--- src/rtl/rtc_cal_pkg.sv ---
package rtc_cal_pkg;

  localparam int NFIELD = 7;
  localparam int AW     = 3;

  typedef enum logic [AW-1:0] {
    FLD_SEC  = 3'd0,
    FLD_MIN  = 3'd1,
    FLD_HOUR = 3'd2,
    FLD_DATE = 3'd3,
    FLD_MON  = 3'd4,
    FLD_DOW  = 3'd5,
    FLD_YEAR = 3'd6
  } field_e;

  // Two-digit BCD increment without wrap handling.
  function automatic logic [7:0] bcd_inc(input logic [7:0] v);
    logic [7:0] r;
    if (v[3:0] == 4'd9) r = {v[7:4] + 4'd1, 4'd0};
    else                r = {v[7:4], v[3:0] + 4'd1};
    return r;
  endfunction

  // BCD year divisible by four: tens*10+ones, with 10 = 2 mod 4.
  function automatic logic is_leap(input logic [7:0] y);
    logic [3:0] s;
    s = {y[6:4], 1'b0} + y[3:0];
    return (s[1:0] == 2'b00);
  endfunction

  // Length of the month in days, in BCD.
  function automatic logic [7:0] month_len(input logic [7:0] m, input logic [7:0] y);
    logic [7:0] r;
    case (m)
      8'h02:                      r = is_leap(y) ? 8'h29 : 8'h28;
      8'h04, 8'h06, 8'h09, 8'h11: r = 8'h30;
      default:                    r = 8'h31;
    endcase
    return r;
  endfunction

endpackage

--- src/rtl/rtc_prescaler.sv ---
module rtc_prescaler #(
  parameter int W = 15
) (
  input  logic clk,
  input  logic rst_n,
  input  logic en_in,
  input  logic halt,
  input  logic clr,
  output logic tick
);
  localparam logic [W-1:0] CNT_MAX = {W{1'b1}};

  logic [W-1:0] cnt_q, cnt_d;
  logic         adv;

  assign adv  = en_in && !halt;
  assign tick = adv && (cnt_q == CNT_MAX);

  always_comb begin
    cnt_d = cnt_q;
    if (clr)      cnt_d = '0;
    else if (adv) cnt_d = cnt_q + 1'b1;
  end

  always_ff @(posedge clk or negedge rst_n) begin
    if (!rst_n) cnt_q <= '0;
    else        cnt_q <= cnt_d;
  end
endmodule

--- src/rtl/rtc_time_core.sv ---
module rtc_time_core
  import rtc_cal_pkg::*;
(
  input  logic       clk,
  input  logic       rst_n,
  input  logic       tick,
  input  logic       ld_sec,
  input  logic       ld_min,
  input  logic       ld_hour,
  input  logic [7:0] ld_data,
  output logic [7:0] sec_q,
  output logic [7:0] min_q,
  output logic [7:0] hour_q,
  output logic       day_carry
);
  logic [7:0] sec_d, min_d, hour_d;
  logic [7:0] sec_nx, min_nx, hour_nx;
  logic       sec_wrap, min_wrap, hour_wrap;
  logic [7:0] inc_s, inc_m, inc_h24, inc_h12;

  assign sec_wrap = (sec_q[6:0] == 7'h59);
  assign min_wrap = (min_q == 8'h59);
  assign inc_s    = bcd_inc({1'b0, sec_q[6:0]});
  assign inc_m    = bcd_inc(min_q);
  assign inc_h24  = bcd_inc({2'b00, hour_q[5:0]});
  assign inc_h12  = bcd_inc({3'b000, hour_q[4:0]});
  assign sec_nx   = sec_wrap ? {sec_q[7], 7'h00} : {sec_q[7], inc_s[6:0]};
  assign min_nx   = min_wrap ? 8'h00 : inc_m;

  // Hour step for both encodings; hour_wrap marks the start of a new day.
  always_comb begin
    hour_wrap = 1'b0;
    if (!hour_q[7]) begin
      if (hour_q[5:0] == 6'h23) begin
        hour_nx   = 8'h00;
        hour_wrap = 1'b1;
      end else begin
        hour_nx = {2'b00, inc_h24[5:0]};
      end
    end else begin
      if (hour_q[4:0] == 5'h12) begin
        hour_nx = {2'b10, hour_q[5], 5'h01};
      end else if (hour_q[4:0] == 5'h11) begin
        hour_nx   = {2'b10, ~hour_q[5], 5'h12};
        hour_wrap = hour_q[5];
      end else begin
        hour_nx = {2'b10, hour_q[5], inc_h12[4:0]};
      end
    end
  end

  assign day_carry = tick && sec_wrap && min_wrap && hour_wrap;

  always_comb begin
    sec_d  = sec_q;
    min_d  = min_q;
    hour_d = hour_q;
    if (ld_sec)                             sec_d  = ld_data;
    else if (tick)                          sec_d  = sec_nx;
    if (ld_min)                             min_d  = ld_data & 8'h7F;
    else if (tick && sec_wrap)              min_d  = min_nx;
    if (ld_hour)                            hour_d = ld_data & 8'hBF;
    else if (tick && sec_wrap && min_wrap)  hour_d = hour_nx;
  end

  always_ff @(posedge clk or negedge rst_n) begin
    if (!rst_n) begin
      sec_q  <= 8'h00;
      min_q  <= 8'h00;
      hour_q <= 8'h00;
    end else begin
      sec_q  <= sec_d;
      min_q  <= min_d;
      hour_q <= hour_d;
    end
  end
endmodule

--- src/rtl/rtc_date_core.sv ---
module rtc_date_core
  import rtc_cal_pkg::*;
(
  input  logic       clk,
  input  logic       rst_n,
  input  logic       day_adv,
  input  logic       ld_date,
  input  logic       ld_mon,
  input  logic       ld_dow,
  input  logic       ld_year,
  input  logic [7:0] ld_data,
  output logic [7:0] date_q,
  output logic [7:0] mon_q,
  output logic [7:0] dow_q,
  output logic [7:0] year_q
);
  logic [7:0] date_d, mon_d, dow_d, year_d;
  logic [7:0] date_max;
  logic       date_wrap, mon_wrap;

  assign date_max  = month_len(mon_q, year_q);
  assign date_wrap = (date_q == date_max);
  assign mon_wrap  = (mon_q == 8'h12);

  always_comb begin
    date_d = date_q;
    mon_d  = mon_q;
    dow_d  = dow_q;
    year_d = year_q;
    if (ld_date)      date_d = ld_data & 8'h3F;
    else if (day_adv) date_d = date_wrap ? 8'h01 : bcd_inc(date_q);
    if (ld_dow)       dow_d  = ld_data & 8'h07;
    else if (day_adv) dow_d  = (dow_q == 8'h07) ? 8'h01 : dow_q + 8'h01;
    if (ld_mon)                    mon_d = ld_data & 8'h1F;
    else if (day_adv && date_wrap) mon_d = mon_wrap ? 8'h01 : bcd_inc(mon_q);
    if (ld_year) year_d = ld_data;
    else if (day_adv && date_wrap && mon_wrap)
      year_d = (year_q == 8'h99) ? 8'h00 : bcd_inc(year_q);
  end

  always_ff @(posedge clk or negedge rst_n) begin
    if (!rst_n) begin
      date_q <= 8'h01;
      mon_q  <= 8'h01;
      dow_q  <= 8'h01;
      year_q <= 8'h00;
    end else begin
      date_q <= date_d;
      mon_q  <= mon_d;
      dow_q  <= dow_d;
      year_q <= year_d;
    end
  end
endmodule

--- src/rtl/rtc_calendar.sv ---
module rtc_calendar
  import rtc_cal_pkg::*;
#(
  parameter int PRESC_W = 15
) (
  input  logic          clk,
  input  logic          rst_n,
  input  logic          osc_en,
  input  logic          ld_valid,
  input  logic [AW-1:0] ld_addr,
  input  logic [7:0]    ld_data,
  output logic [7:0]    sec_byte,
  output logic [7:0]    min_byte,
  output logic [7:0]    hour_byte,
  output logic [7:0]    date_byte,
  output logic [7:0]    mon_byte,
  output logic [7:0]    dow_byte,
  output logic [7:0]    year_byte
);
  logic [NFIELD-1:0] ld_hit;
  logic              sec_tick;
  logic              day_carry;

  for (genvar i = 0; i < NFIELD; i++) begin : g_dec
    assign ld_hit[i] = ld_valid && (ld_addr == AW'(i));
  end

  rtc_prescaler #(.W(PRESC_W)) u_presc (
    .clk   (clk),
    .rst_n (rst_n),
    .en_in (osc_en),
    .halt  (sec_byte[7]),
    .clr   (ld_hit[FLD_SEC]),
    .tick  (sec_tick)
  );

  rtc_time_core u_time (
    .clk       (clk),
    .rst_n     (rst_n),
    .tick      (sec_tick),
    .ld_sec    (ld_hit[FLD_SEC]),
    .ld_min    (ld_hit[FLD_MIN]),
    .ld_hour   (ld_hit[FLD_HOUR]),
    .ld_data   (ld_data),
    .sec_q     (sec_byte),
    .min_q     (min_byte),
    .hour_q    (hour_byte),
    .day_carry (day_carry)
  );

  rtc_date_core u_date (
    .clk     (clk),
    .rst_n   (rst_n),
    .day_adv (day_carry),
    .ld_date (ld_hit[FLD_DATE]),
    .ld_mon  (ld_hit[FLD_MON]),
    .ld_dow  (ld_hit[FLD_DOW]),
    .ld_year (ld_hit[FLD_YEAR]),
    .ld_data (ld_data),
    .date_q  (date_byte),
    .mon_q   (mon_byte),
    .dow_q   (dow_byte),
    .year_q  (year_byte)
  );
endmodule

--- config.mk ---
export PLATFORM = sky130hd
export DESIGN_NAME = rtc_calendar
export DESIGN_NICKNAME = d
export VERILOG_FILES = /design/src/rtl/rtc_cal_pkg.sv /design/src/rtl/rtc_prescaler.sv /design/src/rtl/rtc_time_core.sv /design/src/rtl/rtc_date_core.sv /design/src/rtl/rtc_calendar.sv
export SDC_FILE = /design/constraint.sdc
export NUM_CORES = 1
export LEC_CHECK = 0
export ABC_CLOCK_PERIOD_IN_PS = 5500
export BUFFER_PORTS_ARGS = -buffer_cell sky130_fd_sc_hd__buf_2
export CAP_MARGIN = 20
export CORE_MARGIN = 4
export CORE_UTILIZATION = 45
export CTS_CLUSTER_DIAMETER = 150
export DETAILED_ROUTE_END_ITERATION = 10
export GPL_ROUTABILITY_DRIVEN = 0
export PLACE_DENSITY = 0.66
export SYNTH_ARGS = -nofsm -noshare
export SYNTH_HDL_FRONTEND = slang
export SYNTH_SLANG_ARGS = --single-unit
--- constraint.sdc ---
create_clock -name clk -period 5.5 [get_ports clk]
set_input_delay 1.1 -clock clk [delete_from_list [all_inputs] [get_ports clk]]
set_output_delay 1.1 -clock clk [all_outputs]
set_load 0.02 [all_outputs]
## Word-level counts from Yosys, hierarchy flattened

Index checks and enable logic that the tools add are counted.

- Flip-flop bits (word level): 71
- Bits of input ports: 15
- Output and inout bits: 56
- Logic and storage cells: 141

- Add/sub/neg operators: 16
- Eq/ne operators: 30
- Muxes and demuxes: 39
- Bitwise operators: 1
- Reduce and logical (&&, ||, !) cells: 39

Operator list:

| kind | count |
|---|---|
| 8-bit two-way mux | 25 |
| 4-bit by 1-bit adder with 4-bit output, second input constant | 10 |
| 15-bit two-way mux | 2 |
| 4-bit == test, second input constant | 6 |
| 8-bit by 3-bit == test with 1-bit output, second input constant | 3 |
| 6-bit two-way mux | 3 |
| 8-bit by 5-bit == test with 1-bit output, second input constant | 2 |
| 8-bit case mux with 2 select lines | 1 |
| 2-bit nonzero test | 8 |
| 15-bit by 1-bit adder with 15-bit output, second input constant | 1 |
| 15-bit == test, second input constant | 1 |
| 3-bit nonzero test | 5 |
| 1-bit logical AND | 14 |
| 7-bit two-way mux | 2 |
| 5-bit == test, second input constant | 2 |
| 2-bit AND reduction | 5 |
| 3-bit == test, second input constant | 3 |
| 8-bit by 1-bit adder with 8-bit output, second input constant | 1 |
| 8-bit by 2-bit == test with 1-bit output, second input constant | 1 |
| 8-bit by 4-bit == test with 1-bit output, second input constant | 1 |
| 8-bit by 7-bit == test with 1-bit output, second input constant | 1 |
| 8-bit == test | 1 |
| 8-bit == test, second input constant | 1 |
| 7-bit == test, second input constant | 1 |
| other kinds (19) | 25 |

## Depth between registers and ports, before layout

- Word-level depth: 10
- Gate-level depth with buffers: 11
- Gate-level depth less buffers: 8

## Modules after synthesis

Synthesis repeated with hierarchy kept, for this count alone.

- Cell total of the unflattened synthesis: 533
- Area total of the unflattened synthesis: 4778.3 µm²

By module, submodules not included:

| module | instances | cells an instance | area each (µm²) | sequential area each (µm²) |
|---|---|---|---|---|
| rtc_date_core | 1 | 267 | 2298.5 | 804.5 |
| rtc_time_core | 1 | 178 | 1585.3 | 575.6 |
| rtc_prescaler | 1 | 81 | 808.3 | 375.4 |
| rtc_calendar | 1 | 7 | 86.3 | 0.0 |

## Least setup slack after synthesis

OpenSTA, ideal clock, no wires.

- Kind: input -> register
- Start point: in osc_en
- End point: reg u_time.hour_q[2]
- Library setup time: 0.126 ns
- Data arrival time: 2.757 ns
- Required time: 5.374 ns
- Setup slack: 2.617 ns
- Stages: 6
- Buffers on the path: 0
- Cells stage by stage: nand4b_1 -> or4_1 -> nor4_4 -> nor2_1 -> a21o_1 -> a221o_1

- Cells in the longest elaborated chain, start to end: 5

RTL lines:

| what | line | text |
|---|---|---|
| start: declaration | rtc_calendar.sv:8 | `input logic osc_en,` |
| 1-bit logical AND | rtc_prescaler.sv:16 | `assign adv = en_in && !halt;` |
| 1-bit logical AND | rtc_prescaler.sv:17 | `assign tick = adv && (cnt_q == CNT_MAX);` |
| 1-bit logical AND (2 in series) | rtc_time_core.sv:63 | `else if (tick && sec_wrap && min_wrap) hour_d = hour_nx;` |
| 2-bit nonzero test (no source line) | - |  |
| end signal: assignment | rtc_time_core.sv:74 | `hour_q <= hour_d;` |
| end: declaration | rtc_time_core.sv:13 | `output logic [7:0] hour_q,` |

No other way between the ends.
A chain may end at the register's enable or synchronous reset.

## Worst setup path after layout

- Start point: in osc_en
- End point: reg u_date.mon_q[3]

- Cells in the longest elaborated chain, start to end: 7

RTL lines:

| what | line | text |
|---|---|---|
| 1-bit logical AND | rtc_prescaler.sv:16 |  |
| 1-bit logical AND | rtc_prescaler.sv:17 |  |
| 1-bit logical AND (3 in series) | rtc_time_core.sv:52 | `assign day_carry = tick && sec_wrap && min_wrap && hour_wrap;` |
| 1-bit logical AND | rtc_date_core.sv:35 | `else if (day_adv && date_wrap) mon_d = mon_wrap ? 8'h01 : bcd_inc(mon_q);` |
| 2-bit nonzero test (no source line) | - |  |
| end signal: assignment | rtc_date_core.sv:49 | `mon_q <= mon_d;` |
| end: declaration | rtc_date_core.sv:13 | `output logic [7:0] mon_q,` |

No other way between the ends.

==> results.ini <==
[power]
internal-power_w = 0.000949
pwr-share-comb_pct = 29.2
clkPwrFrac_pct = 23.8
p_leak_nw = 2.24
ir_drop_v = 0.000131
p_sw_w = 0.000599
power.share.switching_pct = 38.7
p_per_area_mw_per_mm2 = 298
seqPwrFrac_pct = 47.0

[floorplanning]
fp.dieH_um = 109
num_rows = 36
ios = 71
die_w_um = 109
start_util_pct = 46.6
core_sq_mm = 0.00986
die-area_sq_mm = 0.0119

[global_route]
antenna_found_initial = 0
overflow = 0
grt_pass1_wl_mm = 19.7
grt_start_max_net_pins = 43
track_usage_pct = 21.1
grt_pass1_vias = 3771

[setup_path]
critPathArrivalTime_ns = 3.53
critPathKind = in -> reg
cp.required_ns = 5.78
end_kind = flip-flop
start_kind = input pin
crit_fanout = 18

[logic_synthesis]
async_flop_share_pct = 100
ys_warn_count = 0
synth_cell_type_count = 71
synth_edf_count = 0
syn_inst = 532
syn_avg_cell_area_sq_um = 8.64
synthesis.nets = 568
synth-seq-area-share_pct = 38.2
ys.flop_type = dfrtp_1
netlist_area_sq_mm = 0.00459
synth_seq_cells = 70

[clock_network]
cts.sinks = 70
clk_latency_ns = 0.35
htreeDepth = 3
ctsHoldBuffers = 0
post-cts-setup-buffers = 0
cts-root-buf = clkbuf_8
cts.clk_slew.worst_paths_ns = 0.08
cts_buffer_depth = 2
numCtsBuffers = 9
cts_resized = 0
tritoncts = yes

[min_path]
hold_class = reg -> reg

[timing]
fin_tns_setup_ns = 0
relSlewSlack_pct = 49.3
final-setup-viol-count = 0
post-route-min-period_ns = 3.24
drv_slew = 0
finClkSkew_ns = 0.0106
period_share_pct = 59.0
fmax_mhz = 308
rsz0062_at_grt = false
worst_pin_slew_ns = 0.758
hold_viol_final = 0
whs_ns = 0.549

[job]
maxCapViolCount = 0

[route]
drt-wirelength-per-cell_um = 16.4
drcViolationCount = 0
detail-route-antenna-nets = 0
vias_per_cell = 5.76
num_vias = 4188
firstDrtPassIters = 6
finalWirelength_mm = 11.9
first_iter_violations = 164

[cells_and_area]
layout-drive-gt1-share_pct = 17.5
nNetsFinal = 627
insertedDiodeCount = 0
syn_to_final_growth_pct = 13.1
fillers = 947

[status]
status = finished clean

[place]
io_buffer_count = 69
dpl.hpwl_mm = 8.54

==> cell type report <==
class                   count  area [sq um]  area share (%)
repair buffers             73           388            7.46
multi-input cells         424          2680            51.5
flip-flops and latches     70          1760            33.8
well taps                 133           166            3.20
clock inverters             4          25.0           0.481
clock buffers              10           138            2.65
inverters                  13          48.8           0.939
==> flip-flops by register name (all words and copies together) (netlist names) <==
signal and count:
u_date.mon_q 8, u_presc.cnt_q 15, u_time.sec_q 8, u_time.min_q 8, u_date.date_q 8, u_date.year_q 8
u_date.dow_q 8, u_time.hour_q 7
==> path summary, 6_finish.rpt <==
path | startpoint | endpoint | slack, ns | cells after the start
min in group asynchronous | rst_n | u_presc.cnt_q[6] | 0.58 | 1
worst max register to register | u_time.min_q[5] | u_date.year_q[2] | 2.48 | 8
worst min register to register | u_presc.cnt_q[6] | u_presc.cnt_q[6] | 0.55 | 2
max in group asynchronous | rst_n | u_date.date_q[0] | 4.25 | 2
worst min-delay path | u_presc.cnt_q[6] | u_presc.cnt_q[6] | 0.55 | 2
worst max-delay path | osc_en | u_date.mon_q[3] | 2.26 | 7
==> layer usage <==
layer	wire [um]	GRT usage [%]
met5	0	0
met4	159	6.40
met3	646	4.26
met2	5410	31.7
met1	5690	30.6
==> cell usage after synthesis, types with 4 or more instances <==
| cell type | instances | area share, % |
|---|---|---|
| dfrtp_1 | 67 | 36 |
| nor3_1 | 8 | 0.87 |
| xor2_1 | 17 | 3.2 |
| nand3b_1 | 7 | 1.1 |
| buf_4 | 4 | 0.65 |
| nor3b_1 | 6 | 0.98 |
| or4_1 | 13 | 2.1 |
| nand4b_1 | 5 | 0.95 |
| clkbuf_1 | 11 | 0.90 |
| nand3_1 | 30 | 3.3 |
| inv_1 | 13 | 1.1 |
| ha_1 | 21 | 5.7 |
| nor2b_1 | 6 | 0.82 |
| buf_2 | 7 | 0.76 |
| o21ai_0 | 36 | 3.9 |
| nand2_1 | 63 | 5.1 |
| nor2_1 | 64 | 5.2 |
| nand2b_1 | 8 | 1.1 |
| o31ai_1 | 6 | 0.98 |
| a31oi_1 | 10 | 1.4 |
| mux2i_1 | 8 | 1.7 |
| nand4_1 | 11 | 1.5 |
| o21ai_1 | 5 | 0.54 |
| xnor2_1 | 6 | 1.1 |
| o211ai_1 | 9 | 1.5 |
| and3_1 | 6 | 0.82 |
| a21oi_1 | 21 | 2.3 |
| a211oi_1 | 4 | 0.65 |
==> logic make-up after synthesis <==
kind of cell / count (synthesis) / share of synthesized area (%)
compound gates: 120 / 16.9
xor+xnor: 23 / 4.38
fa+ha+maj: 21 / 5.72
buf+inv: 38 / 3.79
flops: 70 / 38.2
mux: 10 / 2.23
other cells: 1 / 0.0816
simple gates: 249 / 28.6
==> power by group through the flow <==
stage	logic, W	clock network (W)	registers (W)
after floorplan	0.000257	0	0.000769
after global placement	0.000440	0	0.000730
after detailed placement	0.000453	0	0.000735
after CTS	0.000454	0.000375	0.000725
after global routing	0.000507	0.000399	0.000745
final	0.000452	0.000369	0.000727
==> through the flow <==
step / cells / utilization, % / setup slack (ns) / area (sq um) / total power [W]
final: 727 / 52.7 / 2.26 / 5200 / 0.00155
after global routing: 727 / 52.7 / 1.98 / 5200 / 0.00165
after CTS: 726 / 52.5 / 2.28 / 5180 / 0.00155
after detailed placement: 712 / 50.8 / 1.92 / 5010 / 0.00119
after global placement: 712 / 50.8 / 2.03 / 5010 / 0.00117
after floorplan: 532 / - / 2.62 / 4590 / 0.00103
==> layout by cell type (no fill, tap or decap), types with 7 or more instances in the layout <==
master,netlist,layout
o211ai_1,9,9
nor2_1,64,64
or4_1,13,13
nand3_1,30,30
ha_1,21,21
nand2b_1,8,8
nand3b_1,7,7
a21oi_1,21,21
a31oi_1,10,10
nand4_1,11,11
clkbuf_8,0,10
buf_2,7,69
xor2_1,17,17
inv_1,13,13
nand2_1,63,63
o21ai_0,36,36
mux2i_1,8,8
dfrtp_1,67,67
nor3_1,8,7
==> worst max-delay path, stage by stage <==
cell and delay [ns]:
buf_2 0.08, nand4b_1 0.19, nor4_2 0.58, and3_1 0.66, nand4_1 0.30, or4_1 0.53
nand3_1 0.08
Power figures use the tool's default switching activity.
